$ cat src/rtl/srt_pkg.sv
package srt_pkg;
   localparam int CTL_W     = 8;
   localparam int BIT_RUN   = 0;
   localparam int BIT_SPLIT = 1;
   localparam int BIT_EXT   = 2;
   localparam int BIT_LOIE  = 3;
   localparam int BIT_FLO   = 4;
   localparam int BIT_FHI   = 5;
   localparam int N_FLAGS   = 2;
   localparam int N_BYTES   = 2;

   typedef struct packed {
      logic lo_ie;
      logic ext_sel;
      logic split;
      logic run;
   } srt_ctl_t;

   typedef enum logic {
      SRC_SYS = 1'b0,
      SRC_EXT = 1'b1
   } srt_src_e;
endpackage

$ cat src/rtl/srt_divider.sv
module srt_divider #(
   parameter int DIV = 12
) (
   input  logic clk,
   input  logic rst_n,
   input  logic en,
   output logic pulse
);
   generate
      if (DIV < 1) begin : g_bad_div
         $error("srt_divider: DIV must be at least 1");
      end else if (DIV == 1) begin : g_pass
         assign pulse = en;
      end else begin : g_cnt
         localparam int CW = $clog2(DIV);
         localparam logic [CW-1:0] LAST = CW'(DIV - 1);
         logic [CW-1:0] cnt_q;
         always_ff @(posedge clk or negedge rst_n) begin
            if (!rst_n) begin
               cnt_q <= '0;
            end else if (en) begin
               cnt_q <= (cnt_q == LAST) ? '0 : cnt_q + 1'b1;
            end
         end
         assign pulse = en && (cnt_q == LAST);
      end
   endgenerate
endmodule

$ cat src/rtl/srt_tick_gen.sv
module srt_tick_gen import srt_pkg::*; #(
   parameter int SYS_DIV     = 12,
   parameter int EXT_DIV     = 8,
   parameter int SYNC_STAGES = 2
) (
   input  logic     clk,
   input  logic     rst_n,
   input  logic     ext_clk,
   input  srt_src_e src_sel,
   output logic     tick
);
   generate
      if (SYNC_STAGES < 2) begin : g_bad_sync
         $error("srt_tick_gen: SYNC_STAGES must be at least 2");
      end
   endgenerate

   logic [SYNC_STAGES-1:0] sync_q;
   logic                   ext_last_q;
   logic                   ext_rise;
   logic                   sys_tick;
   logic                   ext_tick;

   always_ff @(posedge clk or negedge rst_n) begin
      if (!rst_n) begin
         sync_q     <= '0;
         ext_last_q <= 1'b0;
      end else begin
         sync_q     <= {sync_q[SYNC_STAGES-2:0], ext_clk};
         ext_last_q <= sync_q[SYNC_STAGES-1];
      end
   end

   assign ext_rise = sync_q[SYNC_STAGES-1] & ~ext_last_q;

   srt_divider #(.DIV(SYS_DIV)) u_sys_div (
      .clk   (clk),
      .rst_n (rst_n),
      .en    (1'b1),
      .pulse (sys_tick)
   );

   srt_divider #(.DIV(EXT_DIV)) u_ext_div (
      .clk   (clk),
      .rst_n (rst_n),
      .en    (ext_rise),
      .pulse (ext_tick)
   );

   assign tick = (src_sel == SRC_EXT) ? ext_tick : sys_tick;
endmodule

$ cat src/rtl/srt_byte_counter.sv
module srt_byte_counter #(
   parameter int W = 8
) (
   input  logic         clk,
   input  logic         rst_n,
   input  logic         load_en,
   input  logic [W-1:0] load_val,
   input  logic         step,
   input  logic [W-1:0] wrap_val,
   output logic [W-1:0] q,
   output logic         at_max
);
   logic [W-1:0] q_r;

   always_ff @(posedge clk or negedge rst_n) begin
      if (!rst_n) begin
         q_r <= '0;
      end else if (load_en) begin
         q_r <= load_val;
      end else if (step) begin
         q_r <= (&q_r) ? wrap_val : q_r + 1'b1;
      end
   end

   assign q      = q_r;
   assign at_max = &q_r;
endmodule

$ cat src/rtl/srt_flag_bit.sv
module srt_flag_bit (
   input  logic clk,
   input  logic rst_n,
   input  logic hw_set,
   input  logic sw_wr,
   input  logic sw_val,
   output logic flag
);
   logic flag_r;

   always_ff @(posedge clk or negedge rst_n) begin
      if (!rst_n) begin
         flag_r <= 1'b0;
      end else if (hw_set) begin
         flag_r <= 1'b1;
      end else if (sw_wr && !sw_val) begin
         flag_r <= 1'b0;
      end
   end

   assign flag = flag_r;
endmodule

$ cat src/rtl/split_reload_timer.sv
module split_reload_timer import srt_pkg::*; #(
   parameter int W           = 8,
   parameter int SYS_DIV     = 12,
   parameter int EXT_DIV     = 8,
   parameter int SYNC_STAGES = 2
) (
   input  logic             clk,
   input  logic             rst_n,
   input  logic             ext_clk,
   input  logic             ctl_wr,
   input  logic [CTL_W-1:0] ctl_wdata,
   output logic [CTL_W-1:0] ctl_rdata,
   input  logic             cnt_lo_wr,
   input  logic             cnt_hi_wr,
   input  logic [W-1:0]     cnt_wdata,
   input  logic [W-1:0]     reload_lo,
   input  logic [W-1:0]     reload_hi,
   input  logic             irq_global_en,
   output logic [W-1:0]     cnt_lo,
   output logic [W-1:0]     cnt_hi,
   output logic             flag_lo,
   output logic             flag_hi,
   output logic             irq
);
   generate
      if (W < 2) begin : g_bad_w
         $error("split_reload_timer: W must be at least 2");
      end
      if (SYS_DIV < 2) begin : g_bad_sys
         $error("split_reload_timer: SYS_DIV must be at least 2");
      end
      if (EXT_DIV < 2) begin : g_bad_ext
         $error("split_reload_timer: EXT_DIV must be at least 2");
      end
      if (CTL_W < BIT_FHI + 1) begin : g_bad_ctl
         $error("split_reload_timer: control word too narrow");
      end
   endgenerate

   srt_ctl_t ctl_q;
   logic     tick;
   logic     lo_step, hi_step, lo_wrap, hi_wrap;
   logic [W-1:0] lo_wrap_val;

   logic [N_BYTES-1:0] byte_wr, byte_step, byte_max;
   logic [W-1:0]       byte_wrap_val [N_BYTES];
   logic [W-1:0]       byte_q        [N_BYTES];
   logic [N_FLAGS-1:0] flag_set, flag_wbit, flag_v;
   logic               wdata_unused;

   always_ff @(posedge clk or negedge rst_n) begin
      if (!rst_n) begin
         ctl_q <= '0;
      end else if (ctl_wr) begin
         ctl_q.run     <= ctl_wdata[BIT_RUN];
         ctl_q.split   <= ctl_wdata[BIT_SPLIT];
         ctl_q.ext_sel <= ctl_wdata[BIT_EXT];
         ctl_q.lo_ie   <= ctl_wdata[BIT_LOIE];
      end
   end

   assign wdata_unused = ^ctl_wdata[CTL_W-1:BIT_FHI+1];

   srt_tick_gen #(
      .SYS_DIV     (SYS_DIV),
      .EXT_DIV     (EXT_DIV),
      .SYNC_STAGES (SYNC_STAGES)
   ) u_tick (
      .clk     (clk),
      .rst_n   (rst_n),
      .ext_clk (ext_clk),
      .src_sel (srt_src_e'(ctl_q.ext_sel)),
      .tick    (tick)
   );

   // Count enables: low byte free-runs in split mode, high byte is
   // gated by run in both modes and chained on the low wrap otherwise.
   always_comb begin
      lo_step     = tick & (ctl_q.split | ctl_q.run) & ~cnt_lo_wr;
      lo_wrap     = lo_step & byte_max[0];
      hi_step     = tick & ctl_q.run & (ctl_q.split | lo_wrap) & ~cnt_hi_wr;
      hi_wrap     = hi_step & byte_max[1];
      lo_wrap_val = (ctl_q.split | hi_wrap) ? reload_lo : '0;
   end

   assign byte_wr          = {cnt_hi_wr, cnt_lo_wr};
   assign byte_step        = {hi_step, lo_step};
   assign byte_wrap_val[0] = lo_wrap_val;
   assign byte_wrap_val[1] = reload_hi;

   generate
      for (genvar b = 0; b < N_BYTES; b++) begin : g_byte
         srt_byte_counter #(.W(W)) u_cnt (
            .clk      (clk),
            .rst_n    (rst_n),
            .load_en  (byte_wr[b]),
            .load_val (cnt_wdata),
            .step     (byte_step[b]),
            .wrap_val (byte_wrap_val[b]),
            .q        (byte_q[b]),
            .at_max   (byte_max[b])
         );
      end
   endgenerate

   assign flag_set  = {hi_wrap, lo_wrap};
   assign flag_wbit = {ctl_wdata[BIT_FHI], ctl_wdata[BIT_FLO]};

   generate
      for (genvar f = 0; f < N_FLAGS; f++) begin : g_flag
         srt_flag_bit u_flag (
            .clk    (clk),
            .rst_n  (rst_n),
            .hw_set (flag_set[f]),
            .sw_wr  (ctl_wr),
            .sw_val (flag_wbit[f]),
            .flag   (flag_v[f])
         );
      end
   endgenerate

   always_comb begin
      ctl_rdata            = '0;
      ctl_rdata[BIT_RUN]   = ctl_q.run;
      ctl_rdata[BIT_SPLIT] = ctl_q.split;
      ctl_rdata[BIT_EXT]   = ctl_q.ext_sel;
      ctl_rdata[BIT_LOIE]  = ctl_q.lo_ie;
      ctl_rdata[BIT_FLO]   = flag_v[0];
      ctl_rdata[BIT_FHI]   = flag_v[1];
   end

   assign cnt_lo  = byte_q[0];
   assign cnt_hi  = byte_q[1];
   assign flag_lo = flag_v[0];
   assign flag_hi = flag_v[1];
   assign irq     = irq_global_en & (flag_v[1] | (flag_v[0] & ctl_q.lo_ie));
endmodule

$ cat config.mk
export PLATFORM = sky130hd
export DESIGN_NAME = split_reload_timer
export DESIGN_NICKNAME = d
export VERILOG_FILES = /design/src/rtl/srt_pkg.sv /design/src/rtl/srt_divider.sv /design/src/rtl/srt_tick_gen.sv /design/src/rtl/srt_byte_counter.sv /design/src/rtl/srt_flag_bit.sv /design/src/rtl/split_reload_timer.sv
export SDC_FILE = /design/constraint.sdc
export NUM_CORES = 1
export LEC_CHECK = 0
export BUFFER_PORTS_ARGS = -buffer_cell sky130_fd_sc_hd__buf_2
export CORE_ASPECT_RATIO = 1.5
export CORE_UTILIZATION = 30
export CTS_BUF_LIST = sky130_fd_sc_hd__clkbuf_16
export CTS_CLUSTER_SIZE = 25
export DETAILED_ROUTE_END_ITERATION = 16
export PLACE_DENSITY = 0.57
export SLEW_MARGIN = 20
export SYNTH_ARGS = -nofsm -noshare
export SYNTH_HDL_FRONTEND = slang
export SYNTH_SLANG_ARGS = --single-unit
$ cat constraint.sdc
create_clock -name clk -period 1.8 [get_ports clk]
set_input_delay 0.36 -clock clk [delete_from_list [all_inputs] [get_ports clk]]
set_output_delay 0.36 -clock clk [all_outputs]
set_load 0.005 [all_outputs]
==> flow_summary.yaml <==
critical_path:
  r2r_slack_ns: -0.1
  critical_path.max_stage_delay_ns: 0.50
  arrival_ns: 2.12
  critPathMaxFanout: 5
  cp-end-kind: "register"
  path_class: "register to register"
  critPathBufInv: 0
  crit_required_ns: 2.02
  crit_path_start_kind: "register"
  cpLargestDelayFamily: "simple AND/OR/NAND/NOR gates"
  critPathSlowestCell: "or4_4"
  worstPathCellList: "ha_2, ha_4, nand4b_1, a21o_1, or4_4, a21oi_2, a221o_1"
place:
  gp_congestion: 0.8046
  place_hpwl_mm: 3.939
  placed_area_mm2: 0.002431
  portBuffers: 61
  pre_cts_ws_ns: -0.1834
clocking:
  numCtsBuffers: 5
  clock_latency_ns: 0.28
  cts_tree: "yes"
  htree_levels: 2
  cts-root-buf: "clkbuf_16"
  cts_hold_buf: 0
  clk_pin_slew_ns: 0.06
  clockBufferDepth: 2
  cts.sinks: 32
timing:
  slew_violations: 0
  worst_pin_slew_ns: 0.5772
  timing.hold.ws_ns: 0.1032
  fin_crit_sh_pct: 105.5
  fmax_ghz: 0.5264
  layout_setup_ws_ns: -0.09959
  final-setup-viol-count: 16
  finalHoldViolCount: 0
  fin_setup_tns_ns: -0.9545
  rsz0062_at_grt: "yes"
  fin_crit_ns: 1.900
  fin_skew_ns: 0.008055
  relSlewSlack_pct: 61.37
synthesis:
  syn_inst: 193
  syn_area_mm2: 0.001847
  yosys_register_bits: 32
  synth-edff-count: 0
  synth_cell_types: 45
  async_reset_ff_share_pct: 100.0
  synth.avg_cell_area_um2: 9.569
  synthFlopType: "dfrtp_1"
  yosysWarnings: 0
  ys_seq_area_share_pct: 43.36
layout:
  drive_gt1_share_pct: 48.10
  post-route-util_pct: 47.57
  diodes: 0
  fin_nets: 332
  areaGrowthSynthToFinish_pct: 51.22
  fin_area_mm2: 0.002793
job:
  max_cap_violations: 0
global_routing:
  track_usage_pct: 17.92
  antenna_found_initial: 0
  grt_max_degree: 33
  grt_pass1_vias: 1825
  grt_overflow: 0
  grt_pass1_wl_mm: 8.838
route:
  vias: 1869
  drtIter0Drc: 38
  firstDrtPassIters: 4
  drt_wl_total_mm: 5.448
  drc: 0
  viasPerCell: 5.177
  drt.antenna.violating_nets: 0
  post_drt_wl_per_cell_um: 15.09
pwr:
  powerDensity_mw_per_mm2: 832.7
  ir_worst_vdd_uv: 533.3
  p_leak_nw: 1.249
floorplan:
  core_mm2: 0.005871
  die_h_um: 98.09
  num_rows: 34
  die_w_um: 66.06
  start_util_pct: 31.46
  io_pins: 66
  dieArea_mm2: 0.006480
min_path:
  hold_path_class: "input pin to async pin"
status:
  status: "complete, but fails checks"
  violations: "setup timing"
-- path summary, 6_finish.rpt --
kind / endpoint / from / cells past startpoint
hold / removal: g_byte[0].u_cnt.q[2] / rst_n / 2
setup reg to reg: g_byte[0].u_cnt.q[7] / u_tick.u_ext_div.g_cnt.cnt_q[0] / 7
min in group clk: u_tick.sync_q[0] / ext_clk / 1
setup / recovery: g_byte[0].u_cnt.q[7] / u_tick.u_ext_div.g_cnt.cnt_q[0] / 7
hold reg to reg: u_tick.sync_q[1] / u_tick.sync_q[0] / 0
max in group asynchronous: u_tick.u_sys_div.g_cnt.cnt_q[3] / rst_n / 2
-- placed cells by master, fill, tap and decap left out, types with 2 or more instances in the layout --
cell,netlist,routed
nor3_1,2,2
nor2b_1,7,7
and2_1,2,2
ha_1,5,2
nand3_1,8,7
inv_1,6,6
o21ai_0,9,7
buf_4,6,29
buf_2,1,61
a21o_1,3,3
xnor2_1,3,3
a21oi_1,17,12
dfrtp_1,32,32
ha_2,0,2
buf_6,0,6
a31oi_1,2,2
nand2_2,0,2
nand2b_1,4,4
nand4_1,3,3
a21oi_2,0,4
xor2_1,4,4
nand2_1,19,17
a221o_1,6,6
a211oi_2,0,6
nor2_1,13,13
clkbuf_16,0,5
conb_1,1,2
mux2_2,6,6
mux2i_1,3,3
-- per-layer routing --
| metal | vias up | wire length, um | GRT usage [%] |
|---|---|---|---|
| li1 | 895 | - | - |
| met1 | 888 | 2133 | 22.16 |
| met2 | 70 | 2851 | 28.96 |
| met3 | 16 | 247 | 3.154 |
| met4 | 0 | 216 | 9.656 |
| met5 | - | 0 | 0 |
-- stage by stage --
| step | total power, mW | instances |
|---|---|---|
| finish | 2.326 | 361 |
| global route | 2.445 | 361 |
| CTS | 2.332 | 360 |
| detailed placement | 1.328 | 347 |
| global placement | 1.313 | 347 |
| floorplan | 1.101 | 194 |
-- power breakdown --
| part | internal (mW) | switching (mW) |
|---|---|---|
| clock network | 0.650 | 0.324 |
| logic | 0.254 | 0.229 |
| registers | 0.798 | 0.0706 |
| total | 1.70 | 0.624 |
-- flip-flops by register name (all words and copies together) (netlist names) --
register and count:
u_tick.sync_q 2, u_tick.u_ext_div.g_cnt.cnt_q 3, g_flag.u_flag.flag 2, u_tick.u_sys_div.g_cnt.cnt_q 4
u_tick.ext_last_q 1, ctl_rdata 4, g_byte.u_cnt.q 16
-- synth_stat cells (2+ instances only) --
| cell | count | area (um^2) |
|---|---|---|
| dfrtp_1 | 32 | 800.8 |
| mux2i_1 | 3 | 30.03 |
| and2_1 | 2 | 12.51 |
| a21oi_1 | 17 | 85.08 |
| nand3_1 | 8 | 40.04 |
| a31oi_1 | 2 | 12.51 |
| a2111oi_0 | 2 | 17.52 |
| nand2b_1 | 4 | 25.02 |
| o21ai_0 | 9 | 45.04 |
| nand4_1 | 3 | 18.77 |
| nor2_1 | 13 | 48.80 |
| ha_1 | 5 | 62.56 |
| xnor2_1 | 3 | 26.28 |
| inv_1 | 6 | 22.52 |
| xor2_1 | 4 | 35.03 |
| buf_4 | 6 | 45.04 |
| nor3_1 | 2 | 10.01 |
| a221o_1 | 6 | 60.06 |
| mux2_2 | 6 | 67.56 |
| nand2_1 | 19 | 71.32 |
| nor2b_1 | 7 | 43.79 |
| a211oi_1 | 8 | 60.06 |
| a21o_1 | 3 | 22.52 |
| clkbuf_1 | 2 | 7.510 |
-- kinds of logic (layout without fill, tap and decap cells) --
family	count (synthesis)	after routing	synth area share (%)
flops	32	32	43.36
xor+xnor	7	7	3.320
mux	9	9	5.284
other cells	1	2	0.2031
buf+inv	15	110	4.336
simple gates	68	68	19.58
compound gates	56	56	20.53
fa+ha+maj	5	5	3.388
-- cell type report --
type	instances	area (um^2)
fill	586	3078
clock inverter	3	42.54
timing repair buffer	96	590.6
clock buffer	5	125.1
inverter	6	22.52
tap	72	90.09
multi-input combinational	147	1121
sequential	32	800.8
-- timing repair --
| action | CTS | global route |
|---|---|---|
| setup buffers | 6 | 1 |
| endpoints found under the setup margin | 16 | 18 |
| pin swaps | 12 | 10 |
| resized for setup | 19 | 14 |
Note: power is estimated with default switching activity, not from simulation.
